**src/rtl/cgr_pkg.sv**
```systemverilog
package cgr_pkg;

  localparam int unsigned HALF_W = 16;
  localparam int unsigned BUS_W  = 32;

  // Byte offsets of the four register windows
  localparam logic [31:0] CLK_CTRL_BASE = 32'h0000_0600;
  localparam logic [31:0] CLK_MON_BASE  = 32'h0000_0800;
  localparam logic [31:0] RST_CTRL_BASE = 32'h0000_0900;
  localparam logic [31:0] RST_MON_BASE  = 32'h0000_0A00;

  typedef enum logic [2:0] {
    SEL_NONE,
    SEL_CLK_CTRL,
    SEL_CLK_MON,
    SEL_RST_CTRL,
    SEL_RST_MON
  } sel_kind_e;

  // Apply one masked write: mask in the upper half, values in the lower half
  function automatic logic [HALF_W-1:0] masked_merge(
    input logic [HALF_W-1:0] cur,
    input logic [BUS_W-1:0]  wd
  );
    logic [HALF_W-1:0] msk;
    msk = wd[BUS_W-1:HALF_W];
    return (cur & ~msk) | (wd[HALF_W-1:0] & msk);
  endfunction

endpackage

```
**src/rtl/cgr_decode.sv**
```systemverilog
module cgr_decode
  import cgr_pkg::*;
#(
  parameter int unsigned ADDR_W   = 12,
  parameter int unsigned CLK_REGS = 2,
  parameter int unsigned RST_REGS = 2,
  parameter int unsigned IDX_W    = 1
) (
  input  logic [ADDR_W-1:0] addr,
  output sel_kind_e         kind,
  output logic [IDX_W-1:0]  idx
);

  logic [31:0] word_addr;
  logic [31:0] offset_words;

  assign word_addr = 32'(addr) & ~32'h3;

  function automatic logic in_window(
    input logic [31:0] a,
    input logic [31:0] base,
    input int unsigned count
  );
    return (a >= base) && (((a - base) >> 2) < 32'(count));
  endfunction

  always_comb begin
    kind         = SEL_NONE;
    offset_words = '0;
    if (in_window(word_addr, CLK_CTRL_BASE, CLK_REGS)) begin
      kind         = SEL_CLK_CTRL;
      offset_words = (word_addr - CLK_CTRL_BASE) >> 2;
    end else if (in_window(word_addr, CLK_MON_BASE, CLK_REGS)) begin
      kind         = SEL_CLK_MON;
      offset_words = (word_addr - CLK_MON_BASE) >> 2;
    end else if (in_window(word_addr, RST_CTRL_BASE, RST_REGS)) begin
      kind         = SEL_RST_CTRL;
      offset_words = (word_addr - RST_CTRL_BASE) >> 2;
    end else if (in_window(word_addr, RST_MON_BASE, RST_REGS)) begin
      kind         = SEL_RST_MON;
      offset_words = (word_addr - RST_MON_BASE) >> 2;
    end
  end

  assign idx = offset_words[IDX_W-1:0];

endmodule

```
**src/rtl/cgr_masked_bank.sv**
```systemverilog
module cgr_masked_bank
  import cgr_pkg::*;
#(
  parameter int unsigned       NREGS   = 2,
  parameter logic [HALF_W-1:0] RST_VAL = '0
) (
  input  logic                      clk,
  input  logic                      rst_n,
  input  logic [NREGS-1:0]          wr_sel,
  input  logic [BUS_W-1:0]          wdata,
  output logic [NREGS*HALF_W-1:0]   ctrl_flat
);

  logic [HALF_W-1:0] ctrl_q [NREGS];
  logic [HALF_W-1:0] ctrl_d [NREGS];

  for (genvar g = 0; g < NREGS; g++) begin : g_reg
    // next-state
    always_comb begin
      ctrl_d[g] = masked_merge(ctrl_q[g], wdata);
    end

    // state, clock-enabled by the register's write select
    always_ff @(posedge clk or negedge rst_n) begin
      if (!rst_n) begin
        ctrl_q[g] <= RST_VAL;
      end else if (wr_sel[g]) begin
        ctrl_q[g] <= ctrl_d[g];
      end
    end

    assign ctrl_flat[g*HALF_W +: HALF_W] = ctrl_q[g];

    // bits outside the mask keep their value
    a_r2_unmasked_hold: assert property (@(posedge clk) disable iff (!rst_n)
      wr_sel[g] |=> (((ctrl_q[g] ^ $past(ctrl_q[g])) & ~$past(wdata[BUS_W-1:HALF_W])) == '0));

    // bits inside the mask take the written value
    a_r2_masked_take: assert property (@(posedge clk) disable iff (!rst_n)
      wr_sel[g] |=> (((ctrl_q[g] ^ $past(wdata[HALF_W-1:0])) & $past(wdata[BUS_W-1:HALF_W])) == '0));

    // no write selected, no change
    a_r2_idle_stable: assert property (@(posedge clk) disable iff (!rst_n)
      !wr_sel[g] |=> $stable(ctrl_q[g]));
  end

endmodule

```
**src/rtl/cgr_mon_capture.sv**
```systemverilog
module cgr_mon_capture
  import cgr_pkg::*;
#(
  parameter int unsigned       NREGS   = 2,
  parameter logic [HALF_W-1:0] RST_VAL = '0
) (
  input  logic                      clk,
  input  logic                      rst_n,
  input  logic [NREGS*HALF_W-1:0]   mon_in,
  output logic [NREGS*HALF_W-1:0]   mon_flat
);

  logic [HALF_W-1:0] mon_q [NREGS];
  logic [HALF_W-1:0] mon_d [NREGS];

  for (genvar g = 0; g < NREGS; g++) begin : g_mon
    always_comb begin
      mon_d[g] = mon_in[g*HALF_W +: HALF_W];
    end

    always_ff @(posedge clk or negedge rst_n) begin
      if (!rst_n) begin
        mon_q[g] <= RST_VAL;
      end else begin
        mon_q[g] <= mon_d[g];
      end
    end

    assign mon_flat[g*HALF_W +: HALF_W] = mon_q[g];

    // a monitor register shows its status lines one edge later
    a_r5_capture_lag: assert property (@(posedge clk) disable iff (!rst_n)
      $past(rst_n) |-> (mon_q[g] == $past(mon_in[g*HALF_W +: HALF_W])));
  end

endmodule

```
**src/rtl/cgr_ctrl.sv**
```systemverilog
module cgr_ctrl
  import cgr_pkg::*;
#(
  parameter int unsigned ADDR_W   = 12,
  parameter int unsigned CLK_REGS = 2,
  parameter int unsigned RST_REGS = 2
) (
  input  logic                         clk,
  input  logic                         rst_n,
  input  logic [ADDR_W-1:0]            bus_addr,
  input  logic [31:0]                  bus_wdata,
  input  logic                         bus_wr,
  output logic [31:0]                  bus_rdata,
  output logic [CLK_REGS*16-1:0]       clk_gate_en,
  output logic [RST_REGS*16-1:0]       mod_rst_n,
  input  logic [CLK_REGS*16-1:0]       clk_run_mon,
  input  logic [RST_REGS*16-1:0]       rst_busy_mon
);

  localparam int unsigned NMAX  = (CLK_REGS > RST_REGS) ? CLK_REGS : RST_REGS;
  localparam int unsigned IDX_W = (NMAX > 1) ? $clog2(NMAX) : 1;

  // Reset: asserted asynchronously, released on the clock
  logic [1:0] rst_sync_q;
  logic       rst_int_n;

  always_ff @(posedge clk or negedge rst_n) begin
    if (!rst_n) begin
      rst_sync_q <= 2'b00;
    end else begin
      rst_sync_q <= {rst_sync_q[0], 1'b1};
    end
  end
  assign rst_int_n = rst_sync_q[1];

  // Address decode
  sel_kind_e        sel_kind;
  logic [IDX_W-1:0] sel_idx;

  cgr_decode #(
    .ADDR_W  (ADDR_W),
    .CLK_REGS(CLK_REGS),
    .RST_REGS(RST_REGS),
    .IDX_W   (IDX_W)
  ) u_decode (
    .addr(bus_addr),
    .kind(sel_kind),
    .idx (sel_idx)
  );

  // Per-register write selects
  logic [CLK_REGS-1:0] clk_wsel;
  logic [RST_REGS-1:0] rst_wsel;

  for (genvar g = 0; g < CLK_REGS; g++) begin : g_clk_sel
    assign clk_wsel[g] = bus_wr && (sel_kind == SEL_CLK_CTRL) && (sel_idx == IDX_W'(g));
  end
  for (genvar g = 0; g < RST_REGS; g++) begin : g_rst_sel
    assign rst_wsel[g] = bus_wr && (sel_kind == SEL_RST_CTRL) && (sel_idx == IDX_W'(g));
  end

  // Control banks: clocks off, resets asserted
  logic [CLK_REGS*16-1:0] clk_ctrl_flat;
  logic [RST_REGS*16-1:0] rst_ctrl_flat;

  cgr_masked_bank #(.NREGS(CLK_REGS), .RST_VAL(16'h0000)) u_clk_bank (
    .clk      (clk),
    .rst_n    (rst_int_n),
    .wr_sel   (clk_wsel),
    .wdata    (bus_wdata),
    .ctrl_flat(clk_ctrl_flat)
  );

  cgr_masked_bank #(.NREGS(RST_REGS), .RST_VAL(16'h0000)) u_rst_bank (
    .clk      (clk),
    .rst_n    (rst_int_n),
    .wr_sel   (rst_wsel),
    .wdata    (bus_wdata),
    .ctrl_flat(rst_ctrl_flat)
  );

  // Monitor capture: clocks not running, resets busy
  logic [CLK_REGS*16-1:0] clk_mon_flat;
  logic [RST_REGS*16-1:0] rst_mon_flat;

  cgr_mon_capture #(.NREGS(CLK_REGS), .RST_VAL(16'h0000)) u_clk_mon (
    .clk     (clk),
    .rst_n   (rst_int_n),
    .mon_in  (clk_run_mon),
    .mon_flat(clk_mon_flat)
  );

  cgr_mon_capture #(.NREGS(RST_REGS), .RST_VAL(16'hFFFF)) u_rst_mon (
    .clk     (clk),
    .rst_n   (rst_int_n),
    .mon_in  (rst_busy_mon),
    .mon_flat(rst_mon_flat)
  );

  assign clk_gate_en = clk_ctrl_flat;
  assign mod_rst_n   = rst_ctrl_flat;

  // Read path
  always_comb begin
    bus_rdata = '0;
    case (sel_kind)
      SEL_CLK_CTRL: bus_rdata = {16'h0000, clk_ctrl_flat[16*sel_idx +: 16]};
      SEL_CLK_MON:  bus_rdata = {16'h0000, clk_mon_flat[16*sel_idx +: 16]};
      SEL_RST_CTRL: bus_rdata = {16'h0000, rst_ctrl_flat[16*sel_idx +: 16]};
      SEL_RST_MON:  bus_rdata = {16'h0000, rst_mon_flat[16*sel_idx +: 16]};
      default:      bus_rdata = '0;
    endcase
  end

  // monitor writes leave every control untouched
  a_r8_mon_write_ignored: assert property (@(posedge clk) disable iff (!rst_int_n)
    (bus_wr && ((sel_kind == SEL_CLK_MON) || (sel_kind == SEL_RST_MON)))
    |=> ($stable(clk_gate_en) && $stable(mod_rst_n)));

  // unmapped writes leave every control untouched
  a_r9_unmapped_write: assert property (@(posedge clk) disable iff (!rst_int_n)
    (bus_wr && (sel_kind == SEL_NONE))
    |=> ($stable(clk_gate_en) && $stable(mod_rst_n)));

endmodule

```
**config.mk**
```make
export PLATFORM = sky130hd
export DESIGN_NAME = cgr_ctrl
export DESIGN_NICKNAME = d
export VERILOG_FILES = /design/src/rtl/cgr_pkg.sv /design/src/rtl/cgr_decode.sv /design/src/rtl/cgr_masked_bank.sv /design/src/rtl/cgr_mon_capture.sv /design/src/rtl/cgr_ctrl.sv
export SDC_FILE = /design/constraint.sdc
export NUM_CORES = 1
export LEC_CHECK = 0
export ABC_AREA = 0
export BUFFER_PORTS_ARGS = -buffer_cell sky130_fd_sc_hd__buf_4
export CORE_UTILIZATION = 25
export DETAILED_ROUTE_END_ITERATION = 10
export GPL_TIMING_DRIVEN = 0
export REMOVE_ABC_BUFFERS = 1
export SLEW_MARGIN = 15
export SYNTH_ARGS = -nofsm -noshare
export SYNTH_HDL_FRONTEND = slang
export SYNTH_SLANG_ARGS = --single-unit
```
**constraint.sdc**
```tcl
create_clock -name clk -period 5.55 [get_ports clk]
set_clock_uncertainty 0.15 [all_clocks]
set_input_delay 1.11 -clock clk [delete_from_list [all_inputs] [get_ports clk]]
set_output_delay 1.11 -clock clk [all_outputs]
set_load 0.1 [all_outputs]
```
==> results.toml, run 1 <==
[sta]
rsz0062_at_grt = "no"
whs_ns = 0.0689
period_needed_ns = 5.32
worst_slew_pin_slew_ns = 1.12
final_hold_viol_count = 0
maxSlewViolCount = 0
setup_tns_ns = 0
setup_viol = 0
timing.fmax_mhz = 188
timing.final.crit_share_pct = 95.8
slew_headroom_pct = 25.4

[setup_path]
arrival_ns = 4.06
crit_path_max_incr_delay_ns = 0.55
worst-path-buf-inv = 3
rrSetupSlack_ns = 4.52
critPathKind = "input pin to primary output"
startpoint_type = "input pin"
crit_start = "bus_addr[3]"
timing.rr.start = "rst_sync_q[1]"
r2r_cells = 1
worst_setup_path_end_kind = "primary output"
cp-endpoint = "bus_rdata[11]"
worst-path-stages = 9
cp_slowest_cell = "or4_4"
cpLargestDelayFamily = "simple AND/OR/NAND/NOR gates"
crit_chain = "buf_4 > or4_4 > nor3_2 > o21ai_0 > and2_2 > nor2b_4 > buf_8 > a211oi_1 > buf_4"
r2r-end = "u_rst_mon.mon_flat[18]"
cp_common_cell = "buf_4"
cp_max_fo = 18
crit_required_ns = 4.29

[power]
p_leak_uw = 0.00383
p_int_uw = 1720
p_clk_share_pct = 46.5
power_uw = 2300
power_density_nw_per_um2 = 279
p_switching_uw = 581
pwr-share-seq_pct = 43.3
irDropWorstVdd_mv = 0.155
switching_share_pct = 25.3
comb_power_share_pct = 10.1

[yosys]
netlist_area_um2 = 5850
seq_area_frac_synth_pct = 56.3
ys.warnings.count = 0
synth_most_common_cell = "dfrtp_1"
yosysTopAreaCellShare_pct = 41.9
synth.area.top_cells = "dfrtp_1 (42%), dfstp_2 (14%), mux2_2 (8.5%), nand2_1 (5.1%), mux2_1 (3.5%)"
yosys.cell_types.count = 49
syn_inst = 499
yosysTopAreaCell = "dfrtp_1"
synth-main-ff-cell = "dfrtp_1"
ys_ff_latch = 130
synth_edf_count = 0
avgSynthCellArea_um2 = 11.7
async_reset_ff_share_pct = 100
synth_common_cells = "dfrtp_1 (98), nand2_1 (80), mux2_2 (44), dfstp_2 (32), clkbuf_1 (23)"

[global_routing]
antenna_found_initial = 0
grt_pass1_wl_um = 28700
track_usage_pct = 16.5
grt_pass1_vias = 4559
grt_max_degree = 60
grt.overflow.total = 0

[floorplanning]
dieArea_um2 = 24000
initial_core_util_pct = 25.7
die_x_um = 155
coreArea_um2 = 22800
pin_count = 207
num_rows = 55
die_h_um = 155

[drt]
via_per_inst = 4.56
dr.first_iter.drc_count = 228
met2_wirelength_um = 9310
wl_per_cell_um = 19.1
met1_length_um = 8700
vias = 4638
drt.antenna.violating_nets = 0
route.detailed.drc = 0
routed_wl_um = 19400
route.met3.wl_um = 1180
routed.top_layer = "met4"
dr.pass1.iters = 4

[clocking]
cts_tree = "done"
worstSkewPairLatency_ns = 0.41
numCtsBuffers = 17
clkSinkCount = 130
clk_pin_slew_worst_paths_ns = 0.06
cts_buffer_depth = 2
htree_levels = 4
ctsRootBufferMaster = "clkbuf_16"

[layout]
fin_cells = 1016
n_antenna_cell = 0
final_util_pct = 36.1
final_layout_size_suffix_gt1_share_pct = 46.2
syn_to_final_growth_pct = 40.8
final_nets = 808

[placement]
placed_cells = 981
gp_congestion = 0.733
dp_hpwl_um = 13300
port_buffers = 188

[min_path]
min_path_type = "register to asynchronous set/reset pin"

[run_status]
run_status = "complete, no violations"

[flow_run]
cap_violations = 0
==> cells by family (layout without fill, tap and decap cells) <==
logic type | Yosys count | count (layout) | share of synthesized area (%)
AO/OA/AOI/OAI | 102 | 102 | 12.8
adder cells (fa/ha/maj) | 7 | 7 | 1.50
buffers and inverters | 57 | 246 | 5.54
flip-flops | 130 | 130 | 56.3
multiplexers | 64 | 64 | 12.5
other | 2 | 17 | 0.128
AND/OR/NAND/NOR | 137 | 137 | 11.3
==> metal layers <==
| layer | up-vias | global-route usage [%] |
|---|---|---|
| li1 | 2142 | - |
| met2 | 182 | 26.4 |
| met5 | - | 0 |
| met4 | 0 | 4.71 |
| met3 | 16 | 4.12 |
| met1 | 2298 | 22.1 |
==> area by class of cell <==
type | instances | area [µm²]
Inverter | 10 | 37.5
Tap cell | 313 | 392
Multi-Input combinational cell | 327 | 2330
Timing Repair Buffer | 204 | 1620
Sequential cell | 130 | 3300
Clock buffer | 23 | 478
Fill cell | 2278 | 14500
Clock inverter | 9 | 81.3
==> power by group through the flow <==
stage | combinational (µW) | sequential [µW] | clock (µW)
2_1_floorplan | 88.1 | 1040 | 0
3_3_place_gp | 207 | 1030 | 0
3_5_place_dp | 235 | 1010 | 0
4_1_cts | 235 | 996 | 1110
5_1_grt | 250 | 998 | 1150
6_report | 233 | 996 | 1070
==> cells in the final DEF (no fill, tap or decap), types with 3 or more instances in the layout <==
cell and count:
nand2b_1 3, dfstp_2 32, a211oi_1 12, inv_1 10, conb_1 17, nand3_1 16
clkinv_2 4, o21ai_0 5, and3_1 3, buf_16 3, a21oi_1 16, nor2b_1 16
mux2_2 44, ha_1 7, clkbuf_1 3, o211ai_1 13, dfrtp_1 97, clkbuf_16 17
a221oi_1 14, nand2_1 80, buf_8 4, a22o_1 12, clkinvlp_4 3, mux2_1 18
clkbuf_8 3, a31oi_1 17, buf_4 195
==> per-stage QoR <==
step                setup slack [ns]  cell area, µm²
global placement               -3.87            7420
floorplan                      -2.15            5620
detailed placement            -0.575            7640
finish                         0.234            8230
global route                  0.0949            8230
CTS                           0.0981            8210
==> repair_timing <==
action                                 4_1_cts  5_1_grt
setup endpoints to repair                   15        3
endpoints found under the hold margin        0        0
hold buffers                                 0        0
resized for setup                            4        0
setup buffers                                0        3
==> how the worst min path moves through the flow <==
stage,startpoint,to,depth (start not counted)
final,rst_sync_q[1],u_clk_mon.mon_flat[29],0
after global routing,rst_sync_q[1],u_clk_mon.mon_flat[29],0
after CTS,rst_sync_q[1],u_clk_mon.mon_flat[29],0
after detailed placement,rst_sync_q[1],asynchronous set/reset pin,0
after global placement,rst_sync_q[0],rst_sync_q[1],0
after floorplan,rst_sync_q[0],rst_sync_q[1],0
Note: power is estimated with default switching activity, not from simulation.
==> run 2, diff against run 1 <==
--- a/config.mk
+++ b/config.mk
@@ -7,9 +7,11 @@
 export LEC_CHECK = 0
 export ABC_AREA = 0
 export BUFFER_PORTS_ARGS = -buffer_cell sky130_fd_sc_hd__buf_4
+export CELL_PAD_IN_SITES_DETAIL_PLACEMENT = 0
+export CELL_PAD_IN_SITES_GLOBAL_PLACEMENT = 1
 export CORE_UTILIZATION = 25
 export DETAILED_ROUTE_END_ITERATION = 10
-export GPL_TIMING_DRIVEN = 0
+export PLACE_DENSITY_LB_ADDON = 0.1
 export REMOVE_ABC_BUFFERS = 1
 export SLEW_MARGIN = 15
 export SYNTH_ARGS = -nofsm -noshare
==> results.toml, run 2 (synthesis results as in run 1) <==
[setup_path]
crit_required_ns = 4.29
cp_max_fo = 29
cp_common_cell = "buf_4"
crit_path_max_incr_delay_ns = 0.42
crit_chain = "buf_4 > inv_1 > ha_1 > inv_1 > ha_1 > nand4b_1 > a21oi_4 > buf_4 > nand2_1 > o221ai_1 > a21oi_1 > a211oi_1 > buf_4"
startpoint_type = "input pin"
cp_slowest_cell = "buf_4"
critPathKind = "input pin to primary output"
arrival_ns = 3.75
worst_setup_path_end_kind = "primary output"

[sta]
period_needed_ns = 5.01
setup_viol = 0
slew_headroom_pct = 27.8
rsz0062_at_grt = "no"
setup_tns_ns = 0
timing.fmax_mhz = 200
final_hold_viol_count = 0
worst_slew_pin_slew_ns = 1.08
maxSlewViolCount = 0
timing.final.crit_share_pct = 90.3

[global_routing]
grt.overflow.total = 0
track_usage_pct = 18.1
grt_pass1_wl_um = 31200
grt_pass1_vias = 4903
antenna_found_initial = 0
grt_max_degree = 86

[clocking]
cts_tree = "done"
cts_hold_buf = 0
cts_setup_buffers = 0
cts_buffer_depth = 2
htree_levels = 4
ctsRootBufferMaster = "clkbuf_16"
worstSkewPairLatency_ns = 0.42
clkSinkCount = 130
numCtsBuffers = 17
clk_pin_slew_worst_paths_ns = 0.06
post_cts_resized = 0

[power]
p_leak_uw = 0.00382
power_uw = 2380
irDropWorstVdd_mv = 0.148
power_density_nw_per_um2 = 289

[drt]
vias = 4682
drt.antenna.violating_nets = 0
dr.first_iter.drc_count = 162
route.detailed.drc = 0
via_per_inst = 4.60
routed_wl_um = 21100
wl_per_cell_um = 20.7
dr.pass1.iters = 4

[floorplanning]
die_x_um = 155
pin_count = 207
num_rows = 55
coreArea_um2 = 22800
die_h_um = 155
initial_core_util_pct = 25.7
dieArea_um2 = 24000

[flow_run]
cap_violations = 0

[layout]
final_area_um2 = 8210
n_antenna_cell = 0
layout_commonest_cell = "buf_4"
final_nets = 810
final_layout_size_suffix_gt1_share_pct = 46.2
syn_to_final_growth_pct = 40.5
final_cell_mix = "buf_4 (205), dfrtp_1 (97), nand2_1 (80), mux2_2 (44), dfstp_2 (32)"
fillers = 2279

[placement]
place_area_um2 = 7590
gp_congestion = 0.787
port_buffers = 188
dp_hpwl_um = 14100

[min_path]
min_path_type = "register to asynchronous set/reset pin"

[run_status]
run_status = "complete, no violations"
## run 2: path summary, 6_finish.rpt
kind,startpoint,end,slack [ns],cells past startpoint
max reg2reg,rst_sync_q[1],u_clk_mon.mon_flat[29],3.87,2
min in group clk,rst_sync_q[0],rst_sync_q[1],0.20,0
max,bus_addr[10],bus_rdata[4],0.54,13
min,rst_sync_q[1],u_clk_mon.mon_flat[17],0.11,0
min reg2reg,rst_sync_q[1],u_clk_mon.mon_flat[17],0.11,0
max in group asynchronous,rst_sync_q[1],u_clk_mon.mon_flat[29],3.87,2
## run 2: power by group
group | leakage (µW) | internal (µW) | switching, µW
Combinational | 0.00191 | 79.4 | 152
Clock | 0.000284 | 678 | 470
Sequential | 0.00163 | 984 | 12.6
## run 2: routing by layer
layer | GRT usage [%] | vias to the layer above | part of all wire [%]
met5 | 0 | - | 0
met4 | 5.37 | 0 | 1.3
met3 | 5.52 | 16 | 6.7
met1 | 24.1 | 2358 | 45
met2 | 28.3 | 172 | 47
li1 | - | 2136 | -
## run 2: cell type report
class	instances	area (µm²)	area share [%]
repair buffers	206	1570	19.1
clock inverters	14	169	2.06
multi-input cells	327	2320	28.3
well taps	313	392	4.77
clock buffers	18	429	5.22
flip-flops and latches	130	3300	40.1
inverters	10	37.5	0.457
## run 2: critical path: cells and delay by family
family	cells	cell delay, ns
buffers and inverters	5	1.05
adders and majority gates	2	0.41
and+or+nand+nor	2	0.43
AOI/OAI and AO/OA	4	0.70
## run 2: metrics by stage
step / instances / hold slack, ns / worst slack [ns] / utilization [%]
detailed placement: 985 / 0.192 / 0.498 / 33.3
CTS: 1017 / 0.208 / 0.485 / 35.9
floorplan: 467 / 0.181 / -2.15 / -
global placement: 985 / 0.188 / 0.568 / 33.3
finish: 1018 / 0.110 / 0.541 / 36.1
global route: 1018 / 0.147 / 0.278 / 36.1
